## src/rtl/spdif_cs_pkg.sv

```systemverilog
`timescale 1ns/1ps
package spdif_cs_pkg;

    typedef enum logic [1:0] {
        CS_IDLE       = 2'd0,
        CS_WAIT_RIGHT = 2'd1,
        CS_WAIT_LEFT  = 2'd2
    } cs_state_e;

    typedef struct packed {
        logic       nonaudio;
        logic [7:0] category;
        logic [3:0] source;
        logic [3:0] chan_l;
        logic [3:0] chan_r;
        logic [3:0] fs_code;
        logic       max_wl;
        logic [2:0] wl_code;
    } cs_cfg_t;

    // Field positions decoded by the receiver: fixed by the stream format.
    localparam int POS_NONAUDIO = 1;
    localparam int POS_CATEGORY = 8;
    localparam int POS_SOURCE   = 16;
    localparam int POS_CHANNEL  = 20;
    localparam int POS_FS       = 24;
    localparam int POS_MAXWL    = 32;
    localparam int POS_WLCODE   = 33;
    localparam int FIELD_TOP    = 36;

endpackage

```

## src/rtl/cs_frame_seq.sv

```systemverilog
`timescale 1ns/1ps
module cs_frame_seq
    import spdif_cs_pkg::*;
#(
    parameter int BLOCK_LEN = 192,
    parameter int IDX_W     = $clog2(BLOCK_LEN)
) (
    input  logic             clk,
    input  logic             rst_n,
    input  logic             req,
    input  logic             right,
    output logic [IDX_W-1:0] idx_o,
    output logic             accept_o,
    output logic             load_o
);

    localparam logic [IDX_W-1:0] LAST = IDX_W'(BLOCK_LEN - 1);

    cs_state_e        state_q, state_d;
    logic [IDX_W-1:0] idx_q;
    logic             advance;

    // Next-state logic
    always_comb begin
        state_d = state_q;
        unique case (state_q)
            CS_IDLE:       if (req && !right) state_d = CS_WAIT_RIGHT;
            CS_WAIT_RIGHT: if (req &&  right) state_d = CS_WAIT_LEFT;
            CS_WAIT_LEFT:  if (req && !right) state_d = CS_WAIT_RIGHT;
            default:       state_d = CS_IDLE;
        endcase
    end

    // State register
    always_ff @(posedge clk) begin
        if (!rst_n) state_q <= CS_IDLE;
        else        state_q <= state_d;
    end

    // Outputs per state
    always_comb begin
        accept_o = 1'b0;
        load_o   = 1'b0;
        advance  = 1'b0;
        unique case (state_q)
            CS_IDLE: begin
                accept_o = req && !right;
                load_o   = req && !right;
            end
            CS_WAIT_RIGHT, CS_WAIT_LEFT: begin
                accept_o = req;
                load_o   = req && !right && (idx_q == '0);
                advance  = req && right;
            end
            default: ;
        endcase
    end

    always_ff @(posedge clk) begin
        if (!rst_n)       idx_q <= '0;
        else if (advance) idx_q <= (idx_q == LAST) ? '0 : idx_q + 1'b1;
    end

    assign idx_o = idx_q;

    p_idx_bound_r3: assert property (@(posedge clk) disable iff (!rst_n)
        idx_q <= LAST);

    p_wrap_r3: assert property (@(posedge clk) disable iff (!rst_n)
        (state_q != CS_IDLE && req && right && idx_q == LAST) |=> (idx_q == '0));

    p_step_r3: assert property (@(posedge clk) disable iff (!rst_n)
        (state_q != CS_IDLE && req && right && idx_q != LAST)
            |=> (idx_q == $past(idx_q) + 1'b1));

    p_left_hold_r12: assert property (@(posedge clk) disable iff (!rst_n)
        (req && !right) |=> $stable(idx_q));

    p_idle_right_r11: assert property (@(posedge clk) disable iff (!rst_n)
        (state_q == CS_IDLE && req && right) |=> (state_q == CS_IDLE && idx_q == '0));

    p_state_legal_r1: assert property (@(posedge clk) disable iff (!rst_n)
        state_q inside {CS_IDLE, CS_WAIT_RIGHT, CS_WAIT_LEFT});

endmodule

```

## src/rtl/cs_field_map.sv

```systemverilog
`timescale 1ns/1ps
module cs_field_map
    import spdif_cs_pkg::*;
#(
    parameter int USED_BITS = 40,
    parameter int IDX_W     = 8
) (
    input  cs_cfg_t          cfg_i,
    input  logic             right_i,
    input  logic [IDX_W-1:0] idx_i,
    output logic             bit_o
);

    localparam int VEC_IW  = $clog2(USED_BITS);
    localparam int VEC_LEN = 1 << VEC_IW;

    generate
        if (USED_BITS < FIELD_TOP || VEC_IW > IDX_W) begin : g_bad_size
            $error("populated region too small for the status fields");
        end
    endgenerate

    logic [VEC_LEN-1:0] image;
    logic [3:0]         chan;

    always_comb begin
        chan  = right_i ? cfg_i.chan_r : cfg_i.chan_l;
        image = '0;
        // bit 0 stays 0: only consumer-mode blocks are produced
        image[POS_NONAUDIO]       = cfg_i.nonaudio;
        image[POS_CATEGORY +: 8]  = cfg_i.category;
        image[POS_SOURCE   +: 4]  = cfg_i.source;
        image[POS_CHANNEL  +: 4]  = chan;
        image[POS_FS       +: 4]  = cfg_i.fs_code;
        image[POS_MAXWL]          = cfg_i.max_wl;
        image[POS_WLCODE   +: 3]  = cfg_i.wl_code;
        bit_o = 1'b0;
        if (idx_i < IDX_W'(USED_BITS)) bit_o = image[idx_i[VEC_IW-1:0]];
    end

endmodule

```

## src/rtl/spdif_cs_gen.sv

```systemverilog
`timescale 1ns/1ps
module spdif_cs_gen
    import spdif_cs_pkg::*;
#(
    parameter int BLOCK_LEN = 192,
    parameter int USED_BITS = 40
) (
    input  logic       clk,
    input  logic       rst_n,
    input  logic       sub_req,
    input  logic       sub_right,
    input  logic       cfg_pro,
    input  logic       cfg_nonaudio,
    input  logic [7:0] cfg_category,
    input  logic [3:0] cfg_source,
    input  logic [3:0] cfg_chan_left,
    input  logic [3:0] cfg_chan_right,
    input  logic [3:0] cfg_fs_code,
    input  logic       cfg_max_wl,
    input  logic [2:0] cfg_wl_code,
    output logic       cs_bit,
    output logic       blk_start
);

    localparam int IDX_W = $clog2(BLOCK_LEN);

    cs_cfg_t          live_cfg, shadow_q;
    logic [IDX_W-1:0] idx;
    logic             accept, load, map_bit;

    always_comb begin
        live_cfg.nonaudio = cfg_nonaudio;
        live_cfg.category = cfg_category;
        live_cfg.source   = cfg_source;
        live_cfg.chan_l   = cfg_chan_left;
        live_cfg.chan_r   = cfg_chan_right;
        live_cfg.fs_code  = cfg_fs_code;
        live_cfg.max_wl   = cfg_max_wl;
        live_cfg.wl_code  = cfg_wl_code;
    end

    cs_frame_seq #(.BLOCK_LEN(BLOCK_LEN), .IDX_W(IDX_W)) u_seq (
        .clk      (clk),
        .rst_n    (rst_n),
        .req      (sub_req),
        .right    (sub_right),
        .idx_o    (idx),
        .accept_o (accept),
        .load_o   (load)
    );

    cs_field_map #(.USED_BITS(USED_BITS), .IDX_W(IDX_W)) u_map (
        .cfg_i   (shadow_q),
        .right_i (sub_right),
        .idx_i   (idx),
        .bit_o   (map_bit)
    );

    always_ff @(posedge clk) begin
        if (!rst_n) begin
            shadow_q  <= '0;
            cs_bit    <= 1'b0;
            blk_start <= 1'b0;
        end else begin
            if (load) shadow_q <= live_cfg;
            if (accept) begin
                cs_bit    <= map_bit;
                blk_start <= (idx == '0) && !sub_right;
            end
        end
    end

    p_tail_zero_r9: assert property (@(posedge clk) disable iff (!rst_n)
        (accept && idx >= IDX_W'(USED_BITS)) |=> !cs_bit);

    p_pro_forced_r4: assert property (@(posedge clk) disable iff (!rst_n)
        (accept && idx == '0 && cfg_pro) |=> !cs_bit);

    p_shadow_hold_r10: assert property (@(posedge clk) disable iff (!rst_n)
        !load |=> $stable(shadow_q));

    p_right_no_start_r2: assert property (@(posedge clk) disable iff (!rst_n)
        (accept && sub_right) |=> !blk_start);

endmodule

```

## config.mk

```make
export PLATFORM = sky130hd
export DESIGN_NAME = spdif_cs_gen
export DESIGN_NICKNAME = d
export VERILOG_FILES = /design/src/rtl/spdif_cs_pkg.sv /design/src/rtl/cs_frame_seq.sv /design/src/rtl/cs_field_map.sv /design/src/rtl/spdif_cs_gen.sv
export SDC_FILE = /design/constraint.sdc
export NUM_CORES = 1
export LEC_CHECK = 0
export ABC_CLOCK_PERIOD_IN_PS = 1700
export BUFFER_PORTS_ARGS = -buffer_cell sky130_fd_sc_hd__buf_2
export CAP_MARGIN = 20
export CORE_ASPECT_RATIO = 0.8
export CORE_MARGIN = 2
export CORE_UTILIZATION = 49
export CTS_CLUSTER_DIAMETER = 100
export DETAILED_ROUTE_END_ITERATION = 7
export PLACE_DENSITY = 0.74
export SYNTH_ARGS = -nofsm -noshare
export SYNTH_HDL_FRONTEND = slang
export SYNTH_SLANG_ARGS = --single-unit
```

## constraint.sdc

```tcl
create_clock -name clk -period 1.7 [get_ports clk]
set_input_delay 0.17 -clock clk [delete_from_list [all_inputs] [get_ports clk]]
set_output_delay 0.17 -clock clk [all_outputs]
set_load 0.05 [all_outputs]
```

======== After elaboration in Yosys (flattened, before gate mapping) ========
Index checks and enable logic that the tools add are counted.
word-level totals
  bits in registers ....................... 41
  output and inout bits ................... 2
  word-level logic and storage cells ...... 41
  input port bits ......................... 34
cells by class
  reductions and logical operators ........ 10
  equality and inequality tests ........... 5
  $add $sub $neg .......................... 1
  multiplexer cells ....................... 11
  $lt $le $gt $ge ......................... 2
operators by type and width
  kind                                                         count
  adder 8 x 1 -> 8 bit (second input constant)                 1
  == test 8 bit (second input constant)                        1
  logical NOT 8 bit                                            1
  less-than comparator 8 x 6 -> 1 bit (second input constant)  1
  2-to-1 mux 8 bit                                             1
  less-than comparator 6 x 7 -> 1 bit (second input constant)  1
  binary-select mux 1 bit (select 6 bit)                       1
  logical AND 1 bit                                            4
  2-to-1 mux 2 bit                                             2
  2-to-1 mux 4 bit                                             1
  inequality test 2 x 1 -> 1 bit (second input constant)       2
  one-hot mux 1 bit (2 select lines)                           2
  one-hot mux 2 bit (2 select lines)                           1
  OR reduction 2 bit                                           2
  2-to-1 mux 1 bit                                             3
  == test 2 x 1 -> 1 bit (second input constant)               1
  == test 2 bit (second input constant)                        1
  logical NOT 2 bit                                            1
  AND reduction 2 bit                                          1
  logical NOT 1 bit                                            1

======== Depth between registers and ports, before layout ========
  depth in word-level cells ............... 4
  depth in mapped cells ................... 9
  depth with buffers taken out ............ 7

======== By module ========
Synthesis repeated with hierarchy kept, for this count alone.
second synthesis, totals
  cell total of the unflattened synthesis .. 212
  area, all modules ....................... 2,183.3 um^2
by module, submodules not included
  module        cells each  area each (um^2)  seq. area each (um^2)  times used
  spdif_cs_gen  103         1,197.4           620.6                  1
  cs_frame_seq  72          645.6             200.2                  1
  cs_field_map  37          340.3             0.0                    1

======== Worst setup path before layout ========
No wires, ideal clock.
  path type ............................... register to register
  from .................................... register u_seq.state_q[1]
  to ...................................... register shadow_q[10] (netlist bit)
  arrival ................................. 1,654 ps
  setup slack ............................. -81 ps
  library setup time ...................... 128 ps
  stages on the path, launching flop included .. 10
  required time ........................... 1,572 ps
  buffers on the path ..................... 2
  period minus slack after synthesis ...... 1,781 ps
  cell sequence ........................... dfxtp_1 -> inv_1 -> ha_1 -> nor2b_1 -> o211a_1 -> o21ai_2 -> buf_6 -> buf_6 -> mux2i_1 -> nor2_1
between the ends
  cells in the longest elaborated chain, start to end .. 3
  elaborated cells between the ends (all ways) .. 5
  classes of those cells .................. eq/ne (2); mux (1); reduce/logical (2)
ends and longest elaborated chain
  element                                                  RTL line            source
  start, declared                                          cs_frame_seq.sv:19  cs_state_e state_q, state_d;
  start signal, assigned                                   cs_frame_seq.sv:37  else state_q <= state_d;
  == test 2 x 1 -> 1 bit or == test 2 bit (tied branches)  cs_frame_seq.sv:45  unique case (state_q)
  OR reduction 2 bit                                       cs_frame_seq.sv:45
  one-hot mux 1 bit (2 select lines) *                     cs_frame_seq.sv:45
  end signal, assigned                                     spdif_cs_gen.sv:65  if (load) shadow_q <= live_cfg;
  end, declared                                            spdif_cs_gen.sv:27  cs_cfg_t live_cfg, shadow_q;
Every way passes the cells marked *; elsewhere a longest branch is shown, timed or not.
A chain may end at the register's enable or synchronous reset.

======== Worst setup path in the final report ========
  from .................................... register u_seq.state_q[0]
  to ...................................... register shadow_q[27] (netlist bit)
Same word-level chain as after synthesis.

==> run_results.csv <==
group,metric,value,unit
timing,timing.hold.ws,0.107,ns
clock_tree,clk_pin_slew,0.08,ns
critical_path,path_depth,8,
route,antenna_left,0,
logic_synthesis,synthTopCellsByArea,"dfxtp_1, mux2i_1, nor2_1",
layout,fillers,347,
floorplanning,die_x,75.2,um
pwr,p_per_area,847,nW/um^2
layout,fin_nets,287,
logic_synthesis,synthCells,199,
pwr,cellLeakagePower,1.18,nW
logic_synthesis,synth_top_area_share,41.3,%
timing,setup_viol,0,
logic_synthesis,synth_xor_area_share,2.65,%
hold_path,min_delay_path_depth,3,
pwr,ir_drop,0.681,mV
layout,antenna_cells,0,
placement,dpl_cell_area,2320,sq um
clock_tree,cts_tree,"yes",
logic_synthesis,async_flop_share,0,%
layout,syn2layout_area_growth,24.7,%
logic_synthesis,syn-num-nets,239,
pwr,intPower,1.62,mW
route,dr.pass1.iters,4,
critical_path,crit_required,1.88,ns
logic_synthesis,synth.most_common_cell,"nor2_1",
timing,hold_violations,0,
clock_tree,cts_hold_buf,0,
critical_path,slowest_delay,0.35,ns
route,drtIter0Drc,59,
logic_synthesis,syn-cell-area,1990,sq um
critical_path,critPathMaxFanout,10,
clock_tree,cts_made_buffers,5,
logic_synthesis,ys_seq_area_share,41.3,%
critical_path,worst_path_max_delay_cell,"dfxtp_2",
logic_synthesis,yosysWarnings,0,
critical_path,crit-reg2reg-launch,"u_seq.state_q[0]",
flow_run,drv_cap,0,
logic_synthesis,synth_edf_count,0,
critical_path,critPathLaunch,"u_seq.state_q[0]",
timing,slew_viol_final,0,
placement,pre_cts_ws,0.0115,ns
floorplanning,coreArea,3850,sq um
floorplanning,io_pins,36,
layout,drive_above_1_share,31.0,%
status,status,"completed",
layout,fin_cells,303,
timing,fin_ws,0.0247,ns
logic_synthesis,post_synth.cell_area_avg,9.98,sq um
grt,grt_max_degree,20,
clock_tree,clock_sinks,41,
pwr,p_seq_share,48.7,%
logic_synthesis,synth-compound-area-share,5.48,%
pwr,p_clk_share,38.3,%
logic_synthesis,synthMuxAreaShare,24.4,%
route,avgViaCountPerCell,5.13,
placement,numPortBuffers,34,
pwr,total_power,2.10,mW
timing,rsz0062_at_grt,"yes",
critical_path,crit_family,"compound AO/OA/AOI/OAI gates",
critical_path,end_kind,"flip-flop",
layout,stdcell_area,2480,sq um
route,avgRoutedWirePerCell,13.3,um
route,wl,4.04,mm
logic_synthesis,ys_ff_latch,41,
logic_synthesis,synth_fa_ha_area_share,3.78,%
grt,grt_usage,19.1,%
floorplanning,die_h,60.9,um
critical_path,arrival,1.86,ns
layout,final_util,64.3,%
floorplanning,start_util,51.5,%
logic_synthesis,synth-simple-area-share,17.1,%
placement,dp_cells,294,
critical_path,path_cells,"inv_2 > ha_4 > nor2b_1 > o211a_1 > o21ai_4 > buf_12 > mux2i_1 > nor2_1",
pwr,swShare,22.6,%
grt,grt_pass1_wl,6.51,mm
pwr,combPwrFrac,13.0,%
clock_tree,clockBufferDepth,2,
pwr,p_sw,473,uW
critical_path,worstSetupStartpointType,"flip-flop",
logic_synthesis,ys_top_cells_by_count,"nor2_1, dfxtp_1, mux2i_1, ha_1, inv_1",
grt,grt_overflow,0,
logic_synthesis,synth_top_area_cell,"dfxtp_1",
layout,multiInputGateArea,1090,sq um
logic_synthesis,synth_top_family_by_area,"multiplexers",
timing,setup_tns,0,ns
timing,skew,0.00556,ns
timing,fmax,0.597,GHz
floorplanning,die-area,4580,sq um
floorplanning,std_cell_rows,20,
timing,fin_crit,1.68,ns
layout,register_area,828,sq um
clock_tree,post_cts_buffers,0,
logic_synthesis,ys_types,41,
critical_path,critical_path_class,"reg2reg",
placement,place_hpwl,2.84,mm
clock_tree,clkLatencyLatePin,0.29,ns
timing,tightestPinTransition,0.435,ns
clock_tree,cts-root-buf,"clkbuf_8",
grt,grt_pass1_vias,1436,
critical_path,ff2ff_path_depth,8,
grt,antenna_found_initial,0,
critical_path,cp_num_buf_inv,2,
timing,fin_crit_sh,98.5,%
hold_path,hold_path_class,"in2reg",
placement,gp_congestion,0.793,
hold_path,hp-start,"cfg_fs_code[2]",
timing,maxSlewHeadroom,70.8,%
logic_synthesis,synth_flop_cell,"dfxtp_1",
clock_tree,htreeDepth,2,
route,vias,1555,
route,drc,0,
==> cell families (layout without fill, tap and decap cells) <==
logic type | Yosys count | in the layout
and+or+nand+nor | 71 | 71
muxes | 43 | 43
DFF | 41 | 41
buffers and inverters | 18 | 67
AOI/OAI and AO/OA | 14 | 14
adders and majority gates | 6 | 6
xor gates and xnor gates | 6 | 6
==> sequential cells by signal, summed over array words and instances, names as in the netlist <==
name	count
shadow_q	29
u_seq.idx_o	8
blk_start	1
cs_bit	1
u_seq.state_q	2
==> what timing repair did <==
action	in CTS	in global routing
endpoints found under the setup margin	0	29
hold endpoints to repair	0	0
resized for setup	0	4
==> power groups by stage <==
stage	Sequential [mW]	Clock (mW)	Combinational (mW)
after global placement	1.04	0	0.258
after detailed placement	1.05	0	0.262
after floorplan	1.04	0	0.173
after CTS	1.02	0.815	0.263
after global routing	1.03	0.860	0.299
final	1.02	0.803	0.272
==> worst paths after layout <==
check	end	slack [ns]
setup reg to reg	shadow_q[27]	0.02
setup / recovery	shadow_q[27]	0.02
hold reg to reg	shadow_q[2]	0.50
hold / removal	shadow_q[6]	0.11
==> layer usage <==
metal	part of all wire, %	vias up	global-route usage, %
met2	45	43	29.1
li1	-	786	-
met3	5.2	4	4.65
met1	49	722	26.6
met4	0.77	0	7.02
met5	0	-	0
==> cells in the final DEF (no fill, tap or decap), types with 2 or more instances in the layout <==
master	n
nor2_2	2
inv_2	2
xnor2_1	3
dfxtp_2	3
xor2_1	3
clkbuf_8	6
mux4_2	3
nand3_1	5
inv_1	4
nand2_1	3
dfxtp_1	37
buf_2	34
mux2i_1	38
buf_12	2
nand2b_1	2
buf_4	15
nor2b_1	2
a31oi_1	2
nor2_1	45
nand3b_1	2
nor3_1	2
o21ai_0	2
ha_1	5
==> cell type report <==
type | count | share of cell area [%]
multi-input combinational | 140 | 44.0
clock inverter | 1 | 1.21
clock buffer | 7 | 3.49
timing repair buffer | 52 | 14.0
inverter | 7 | 1.06
sequential | 41 | 33.5
tap | 55 | 2.78
==> tightest hold or removal path, stage by stage <==
cell	delay [ns]
buf_2	0.07
mux2i_1	0.05
nor2_1	0.07
(Power assumes the default switching activity.)
